## src/rtl/adc_window_cmp_pkg.sv

```systemverilog
package adc_window_cmp_pkg;
  parameter int unsigned DATA_W   = 12;
  parameter int unsigned N_SRC    = 8;
  parameter int unsigned MCNT_W   = 4;
  localparam int unsigned SEL_W   = $clog2(N_SRC);
  localparam int unsigned CTR_W   = MCNT_W + 1;

  typedef enum logic {
    COND_BELOW = 1'b0,
    COND_GE    = 1'b1
  } cond_e;

  typedef struct packed {
    logic              hit;
    logic [DATA_W-1:0] value;
  } sample_t;
endpackage

```

## src/rtl/adc_src_mux.sv

```systemverilog
module adc_src_mux
  import adc_window_cmp_pkg::*;
#(
  parameter int unsigned NS = N_SRC,
  parameter int unsigned DW = DATA_W,
  localparam int unsigned SW = $clog2(NS)
) (
  input  logic [NS-1:0]    strobe,
  input  logic [NS*DW-1:0] data,
  input  logic [SW-1:0]    sel,
  output sample_t          picked
);
  logic [DW-1:0] data_arr [NS];

  for (genvar gi = 0; gi < NS; gi++) begin : g_unpack
    assign data_arr[gi] = data[gi*DW +: DW];
  end

  always_comb begin
    picked.hit   = strobe[sel];
    picked.value = data_arr[sel];
  end
endmodule

```

## src/rtl/adc_match_ctr.sv

```systemverilog
module adc_match_ctr
  import adc_window_cmp_pkg::*;
#(
  parameter int unsigned MW = MCNT_W,
  localparam int unsigned CW = MW + 1
) (
  input  logic          clk,
  input  logic          rst_n,
  input  logic          enable,
  input  logic          evaluate,
  input  logic          qualifies,
  input  logic [MW-1:0] target,
  output logic          reached
);
  logic [CW-1:0] ctr_q, ctr_d;
  logic [CW-1:0] ctr_inc;
  logic [CW-1:0] goal;

  assign ctr_inc = ctr_q + CW'(1);
  assign goal    = {1'b0, target} + CW'(1);
  assign reached = enable && evaluate && qualifies && (ctr_inc == goal);

  always_comb begin
    ctr_d = ctr_q;
    if (!enable)
      ctr_d = '0;
    else if (evaluate) begin
      if (!qualifies)   ctr_d = '0;
      else if (reached) ctr_d = '0;
      else              ctr_d = ctr_inc;
    end
  end

  always_ff @(posedge clk or negedge rst_n) begin
    if (!rst_n) ctr_q <= '0;
    else        ctr_q <= ctr_d;
  end

  AST_CTR_BELOW_GOAL: assert property (@(posedge clk) disable iff (!rst_n)
    ctr_q < goal || $changed(target)) else $error("counter past goal");
  AST_CTR_DISABLED_ZERO: assert property (@(posedge clk) disable iff (!rst_n)
    !enable |=> ctr_q == '0) else $error("counter not cleared");
  AST_CTR_FAIL_ZERO: assert property (@(posedge clk) disable iff (!rst_n)
    (evaluate && !qualifies) |=> ctr_q == '0) else $error("counter not reset");
endmodule

```

## src/rtl/adc_flag_ctrl.sv

```systemverilog
module adc_flag_ctrl (
  input  logic clk,
  input  logic rst_n,
  input  logic set_evt,
  input  logic clr_req,
  input  logic irq_en,
  output logic flag,
  output logic irq
);
  logic flag_q, flag_d;

  always_comb begin
    flag_d = flag_q;
    if (set_evt)      flag_d = 1'b1;
    else if (clr_req) flag_d = 1'b0;
  end

  always_ff @(posedge clk or negedge rst_n) begin
    if (!rst_n) flag_q <= 1'b0;
    else        flag_q <= flag_d;
  end

  assign flag = flag_q;
  assign irq  = flag_q & irq_en;

  AST_SET_WINS: assert property (@(posedge clk) disable iff (!rst_n)
    set_evt |=> flag) else $error("flag lost on set");
  AST_CLR_ONLY: assert property (@(posedge clk) disable iff (!rst_n)
    (clr_req && !set_evt) |=> !flag) else $error("flag not cleared");
  AST_FLAG_STICKY: assert property (@(posedge clk) disable iff (!rst_n)
    (flag && !clr_req) |=> flag) else $error("flag dropped");
endmodule

```

## src/rtl/adc_window_cmp.sv

```systemverilog
module adc_window_cmp
  import adc_window_cmp_pkg::*;
#(
  parameter int unsigned NS = N_SRC,
  parameter int unsigned DW = DATA_W,
  parameter int unsigned MW = MCNT_W,
  localparam int unsigned SW = $clog2(NS)
) (
  input  logic             clk,
  input  logic             rst_n,
  input  logic [NS-1:0]    ld_strobe,
  input  logic [NS*DW-1:0] ld_data,
  input  logic             cmp_en,
  input  logic             irq_en,
  input  logic             cond_ge,
  input  logic [SW-1:0]    src_sel,
  input  logic [MW-1:0]    match_cnt,
  input  logic [DW-1:0]    threshold,
  input  logic             flag_clr,
  output logic             cmp_out,
  output logic             match_flag,
  output logic             irq
);
  sample_t picked;
  logic    evaluate;
  logic    at_or_above;
  logic    qualifies;
  logic    reached;
  logic    cmp_q, cmp_d;
  cond_e   cond;

  adc_src_mux #(.NS(NS), .DW(DW)) u_mux (
    .strobe (ld_strobe),
    .data   (ld_data),
    .sel    (src_sel),
    .picked (picked)
  );

  assign cond        = cond_e'(cond_ge);
  assign evaluate    = cmp_en & picked.hit;
  assign at_or_above = picked.value >= threshold;
  assign qualifies   = (cond == COND_GE) ? at_or_above : !at_or_above;

  adc_match_ctr #(.MW(MW)) u_ctr (
    .clk       (clk),
    .rst_n     (rst_n),
    .enable    (cmp_en),
    .evaluate  (evaluate),
    .qualifies (qualifies),
    .target    (match_cnt),
    .reached   (reached)
  );

  adc_flag_ctrl u_flag (
    .clk     (clk),
    .rst_n   (rst_n),
    .set_evt (reached),
    .clr_req (flag_clr),
    .irq_en  (irq_en),
    .flag    (match_flag),
    .irq     (irq)
  );

  always_comb begin
    cmp_d = cmp_q;
    if (evaluate) cmp_d = at_or_above;
  end

  always_ff @(posedge clk or negedge rst_n) begin
    if (!rst_n) cmp_q <= 1'b0;
    else        cmp_q <= cmp_d;
  end

  assign cmp_out = cmp_q;

  AST_CMP_HOLD: assert property (@(posedge clk) disable iff (!rst_n)
    !evaluate |=> $stable(cmp_out)) else $error("cmp_out moved");
  AST_IRQ_GATE: assert property (@(posedge clk) disable iff (!rst_n)
    irq == (match_flag && irq_en)) else $error("irq mismatch");
  AST_NO_SET_DISABLED: assert property (@(posedge clk) disable iff (!rst_n)
    (!cmp_en && !match_flag) |=> !match_flag) else $error("set while off");
endmodule

```

## config.mk

```make
export PLATFORM = sky130hd
export DESIGN_NAME = adc_window_cmp
export DESIGN_NICKNAME = d
export VERILOG_FILES = /design/src/rtl/adc_window_cmp_pkg.sv /design/src/rtl/adc_src_mux.sv /design/src/rtl/adc_match_ctr.sv /design/src/rtl/adc_flag_ctrl.sv /design/src/rtl/adc_window_cmp.sv
export SDC_FILE = /design/constraint.sdc
export NUM_CORES = 1
export LEC_CHECK = 0
export BUFFER_PORTS_ARGS = -buffer_cell sky130_fd_sc_hd__buf_2
export CORE_MARGIN = 5
export CORE_UTILIZATION = 35
export DETAILED_ROUTE_END_ITERATION = 10
export PLACE_DENSITY = 0.72
export SLEW_MARGIN = 40
export SYNTH_ARGS = -nofsm -noshare
export SYNTH_HDL_FRONTEND = slang
export SYNTH_HIERARCHICAL = 1
export SYNTH_SLANG_ARGS = --single-unit
```

## constraint.sdc

```tcl
create_clock -name clk -period 2.45 [get_ports clk]
set_input_delay 0 -clock clk [delete_from_list [all_inputs] [get_ports clk]]
set_output_delay 0 -clock clk [all_outputs]
set_load 0.01 [all_outputs]
```

Word-level counts from Yosys, hierarchy flattened
Index checks and enable logic that the tools add are counted.

storage, ports and cells
  flip-flop bits (word level) = 7
  bits in latches = 0
  bits in writable memories = 0
  bits in read-only memories = 0
  input bits = 129
  output and inout bits = 3
  memories kept = 0

cells by class
  add/sub/neg operators = 2
  multiply operators = 0
  div/mod/pow operators = 0
  magnitude comparators = 3
  equal/unequal tests = 2
  shifts and indexed selects = 0
  mux-type cells = 12
  bitwise logic cells = 3
  reduce and logical (&&, ||, !) cells = 5

operators by type and width
  cell                   number
  $bmux W12 S3           1
  $mux W12               2
  $mux W5                4
  $ge A12 B12 Y1         1
  $add A4 B1 Y5 const B  1
  $add A5 B1 Y5 const B  1
  $eq A5 B5 Y1           1
  $ge A4 B4 Y1 const B   1
  $lt A3 B4 Y1 const B   1
  $mux W1                4
  $not A3 Y4             1
  $bmux W1 S3            1
  $logic_and A1 B1 Y1    3
  $and A1 B1 Y1          2
  $ne A2 B1 Y1 const B   1
  $reduce_bool A2 Y1     1
  $logic_not A1 Y1       1

Depth between registers and ports, before layout
  depth after elaboration = 13
  depth in mapped cells = 16
  depth with buffers taken out = 14

By module
Netlist, hierarchy kept.

by module, submodules not included
  module          times used  cells each  area each (um^2)  sequential area each (um^2)
  adc_src_mux     1           46          873.3             0.0
  adc_match_ctr   1           39          412.9             125.1
  adc_window_cmp  1           45          371.6             25.0
  adc_flag_ctrl   1           4           42.5              25.0

Worst setup path before layout
No wires, ideal clock.

  kind = in2reg
  start point = input src_sel[0]
  end point = register u_ctr.ctr_q[4]
  library setup time = 0.124 ns
  arrival = 3.213 ns
  data required time = 2.326 ns
  slack = -0.887 ns
  cell stages on the path = 16
  cells stage by stage = buf_6 -> buf_6 -> mux4_2 -> mux2_2 -> inv_1 -> ha_1 -> nand2b_4 -> a2111o_1 -> a211oi_2 -> o21ai_1 -> xnor2_1 -> and3_2 -> nand4_1 -> o31ai_4 -> nor3_1 -> a211o_1

RTL lines
  element                 RTL line              text
  start: declaration      adc_window_cmp.sv:16  input logic [SW-1:0] src_sel,
  end signal: assignment  adc_match_ctr.sv:36   else ctr_q <= ctr_d;
  end: declaration        adc_match_ctr.sv:15   logic [CW-1:0] ctr_q, ctr_d;

==> impl_metrics.csv <==
group,metric,value,unit
run_status,status,"finished with violations",
run_status,violations,"setup timing",
routing,dr.first_iter.drc_count,41,
power_and_ir_drop,internal-power,523,µW
clock_tree,cts_buffer_depth,2,
layout,fill_cells,421,
grt,grt_use_total,0.181,
routing,ant_nets,0,
clock_tree,cts_tree,"built",
setup_path,start_kind,"input pin",
sta,tightest_slew,510,ps
yosys,yosysTopAreaCell,"mux4_1",
placed_design,gp_congestion,0.849,
setup_path,critPathTopFamily,"compound AO/OA/AOI/OAI gates",
setup_path,worstSetupPathDepth,17,
yosys,ys.flop_type,"dfrtp_1",
sta,finalCritPeriodShare,1.24,
floorplanning,io_pins,132,
sta,setup_viol,6,
yosys,yosys_register_bits,7,
yosys,syn-num-nets,277,
setup_path,path_buf_inv,4,
routing,wl_per_cell,16.0,µm
power_and_ir_drop,pwr-share-comb,0.608,
sta,grt_setup_unrepaired,"true",
power_and_ir_drop,max-vdd-ir-drop,121,µV
routing,dr.pass1.iters,4,
placed_design,hpwlAfterDp,4870,µm
clock_tree,cts-root-buf,"clkbuf_8",
power_and_ir_drop,p_sw_frac,0.306,
routing,avgViaCountPerCell,4.97,
sta,drv_slew,0,
yosys,synth_area_leaders,"mux4_1 37%, dfrtp_1 10%, ha_1 10%",
setup_path,path_class,"in2reg",
routing,vias,1746,
yosys,synth.avg_cell_area,12.7,µm²
sta,max_slew_margin,0.657,
run,cap_violations,0,
sta,timing.final.ws_setup,-583,ps
clock_tree,h-tree-depth,1,
clock_tree,path_clk_slew,40,ps
layout,multi_input_area,0.00144,mm²
setup_path,reg2reg_depth,8,
setup_path,crit_top_cell,"buf_12",
layout,drive_above_1_share,0.701,
sta,fin_skew,2.99,ps
floorplanning,dieArea,0.00635,mm²
yosys,postSynthCellCount,134,
setup_path,crit_arrival,3150,ps
layout,seq_area,175,µm²
yosys,yosysUniqueCellTypes,40,
layout,diodes,0,
clock_tree,cts-buffers-inserted,3,
sta,timing.fmax,330,MHz
yosys,synth_edf_count,0,
layout,final_cell_mix,"130 x buf_2, 19 x buf_4, 13 x inv_1, 13 x mux4_2, 13 x mux4_1",
power_and_ir_drop,p_switching,231,µW
yosys,synth.yosys.seq_area_share,0.103,
grt,antenna_found_initial,0,
grt,grt_pass1_wl,8930,µm
placed_design,port_buffers,131,
min_path,hp-class,"in2reg",
power_and_ir_drop,power_frac_seq,0.172,
power_and_ir_drop,clkPwrFrac,0.220,
layout,utilization,0.566,
setup_path,worstPathCellList,"buf_12, buf_12, mux4_2, mux2_4, inv_2, ha_4, nand2b_4, a2111o_1, a211oi_2, o21ai_1, xnor2_1, and3_4, nand4_1, buf_4, nor3_4, nor2b_2, a22o_1",
floorplanning,fp-row-count,25,
power_and_ir_drop,power_density,282,mW/mm²
routing,drc,0,
yosys,syn_area,0.00170,mm²
floorplanning,die_w,79.7,µm
floorplanning,core_area,0.00472,mm²
grt,grt_max_degree,13,
setup_path,cp_max_fo,5,
grt,grt-ovfl-total,0,
placed_design,place_ws,-996,ps
power_and_ir_drop,leakagePower,0.00138,µW
setup_path,max_stage_delay,480,ps
floorplanning,die_height,79.7,µm
min_path,holdPathStages,3,
setup_path,required,2570,ps
layout,nets,428,
yosys,synth_top_area_frac,0.371,
clock_tree,cts.sinks,7,
yosys,yosysWarnings,6,
layout,syn2layout_area_growth,57.2,%
clock_tree,clkLatencyLatePin,230,ps
setup_path,crit_path_end_kind,"register",
routing,drt_wl_total,5620,µm
floorplanning,initial_utilization,0.360,
setup_path,critPathSlowestCell,"mux4_2",
grt,first_global_vias,1990,
sta,report.final.hold_viol_count,0,
sta,min_period,3030,ps
layout,final_common_cell,"buf_2",
yosys,async_reset_ff_frac,1.00,
-- path summary, 6_finish.rpt --
check,start,to,slack [ps]
setup / recovery,src_sel[0],u_ctr/ctr_q[2]$_DFFE_PN0P_,-580
hold / removal,flag_clr,u_flag/flag$_DFFE_PN0P_,30
setup reg to reg,u_ctr/ctr_q[0]$_DFFE_PN0P_,u_ctr/ctr_q[2]$_DFFE_PN0P_,400
hold reg to reg,u_flag/flag$_DFFE_PN0P_,u_flag/flag$_DFFE_PN0P_,490
max in group asynchronous,rst_n,u_ctr/ctr_q[3]$_DFFE_PN0P_,2160
min in group asynchronous,rst_n,u_ctr/ctr_q[1]$_DFFE_PN0P_,130
-- through the flow --
stage	total power [µW]	area (µm²)	hold slack (ps)	TNS [ps]	instances
6_report	753	2670	30.2	-2980	351
5_1_grt	812	2670	37.0	-4060	351
3_3_place_gp	529	2530	-162	-4860	340
3_5_place_dp	538	2530	-156	-5260	340
2_1_floorplan	372	1740	-296	-3800	134
4_1_cts	757	2680	28.4	-3180	351
-- area by class of cell --
class / instances / share of cell area
clock inverter: 1 / 0.00187
sequential: 7 / 0.0655
tap: 67 / 0.0314
clock buffer: 3 / 0.0154
timing repair buffer: 153 / 0.328
multi-input combinational: 106 / 0.538
inverter: 14 / 0.0197
-- cell usage after synthesis (2+ instances only) --
library cell  number
buf_6              3
nand4_1            3
ha_1              14
mux2_2            13
inv_1             14
clkbuf_1           2
xnor2_1            7
and2_1             2
buf_2              2
xor2_1             3
mux4_1            24
a22o_1             2
nand3_1            2
o21ai_0            3
dfrtp_1            7
o21ai_1            2
mux4_2             2
nor2b_1            2
nor2_1             3
nand2_1            4
-- repair_timing --
item | 4_1_cts | 5_1_grt
hold endpoints to repair | 7 | 0
pin swaps | 8 | 4
setup endpoints to repair | 6 | 7
gates cloned | 1 | 0
resized for setup | 19 | 7
buffers inserted | 6 | 0
hold buffers | 1 | 0
-- registers in the layout, summed over array words and instances, names as in the netlist --
register / count
u_ctr/ctr_q: 5
cmp_out: 1
u_flag/flag: 1
-- logic make-up (layout without fill, tap and decap cells) --
kind of cell,after synthesis,in the layout,synth area share
multiplexers,39,39,0.483
XOR/XNOR,11,11,0.0611
AO/OA/AOI/OAI,19,19,0.0986
AND/OR/NAND/NOR,23,23,0.0898
flip-flops,7,7,0.103
adder cells (fa/ha/maj),14,14,0.103
buffers and inverters,21,171,0.0611
-- worst min-delay path, delay by kind of cell --
| kind | cells | cell delay, ps |
|---|---|---|
| compound gates | 1 | 90 |
| buf+inv | 2 | 130 |
-- power by group through the flow --
stage          combinational, µW  clock [µW]  sequential (µW)
5_1_grt                      503         179              131
3_5_place_dp                 406           0              131
4_1_cts                      456         171              130
3_3_place_gp                 398           0              131
6_report                     458         165              130
2_1_floorplan                240           0              132
-- layer usage --
layer	vias to the layer above	routed length [µm]	GRT usage
li1	843	-	-
met3	15	356	0.0293
met2	78	2980	0.333
met4	0	122	0.0670
met5	-	0	0
met1	810	2160	0.207
No activity file was read; power rests on OpenSTA's default activity.
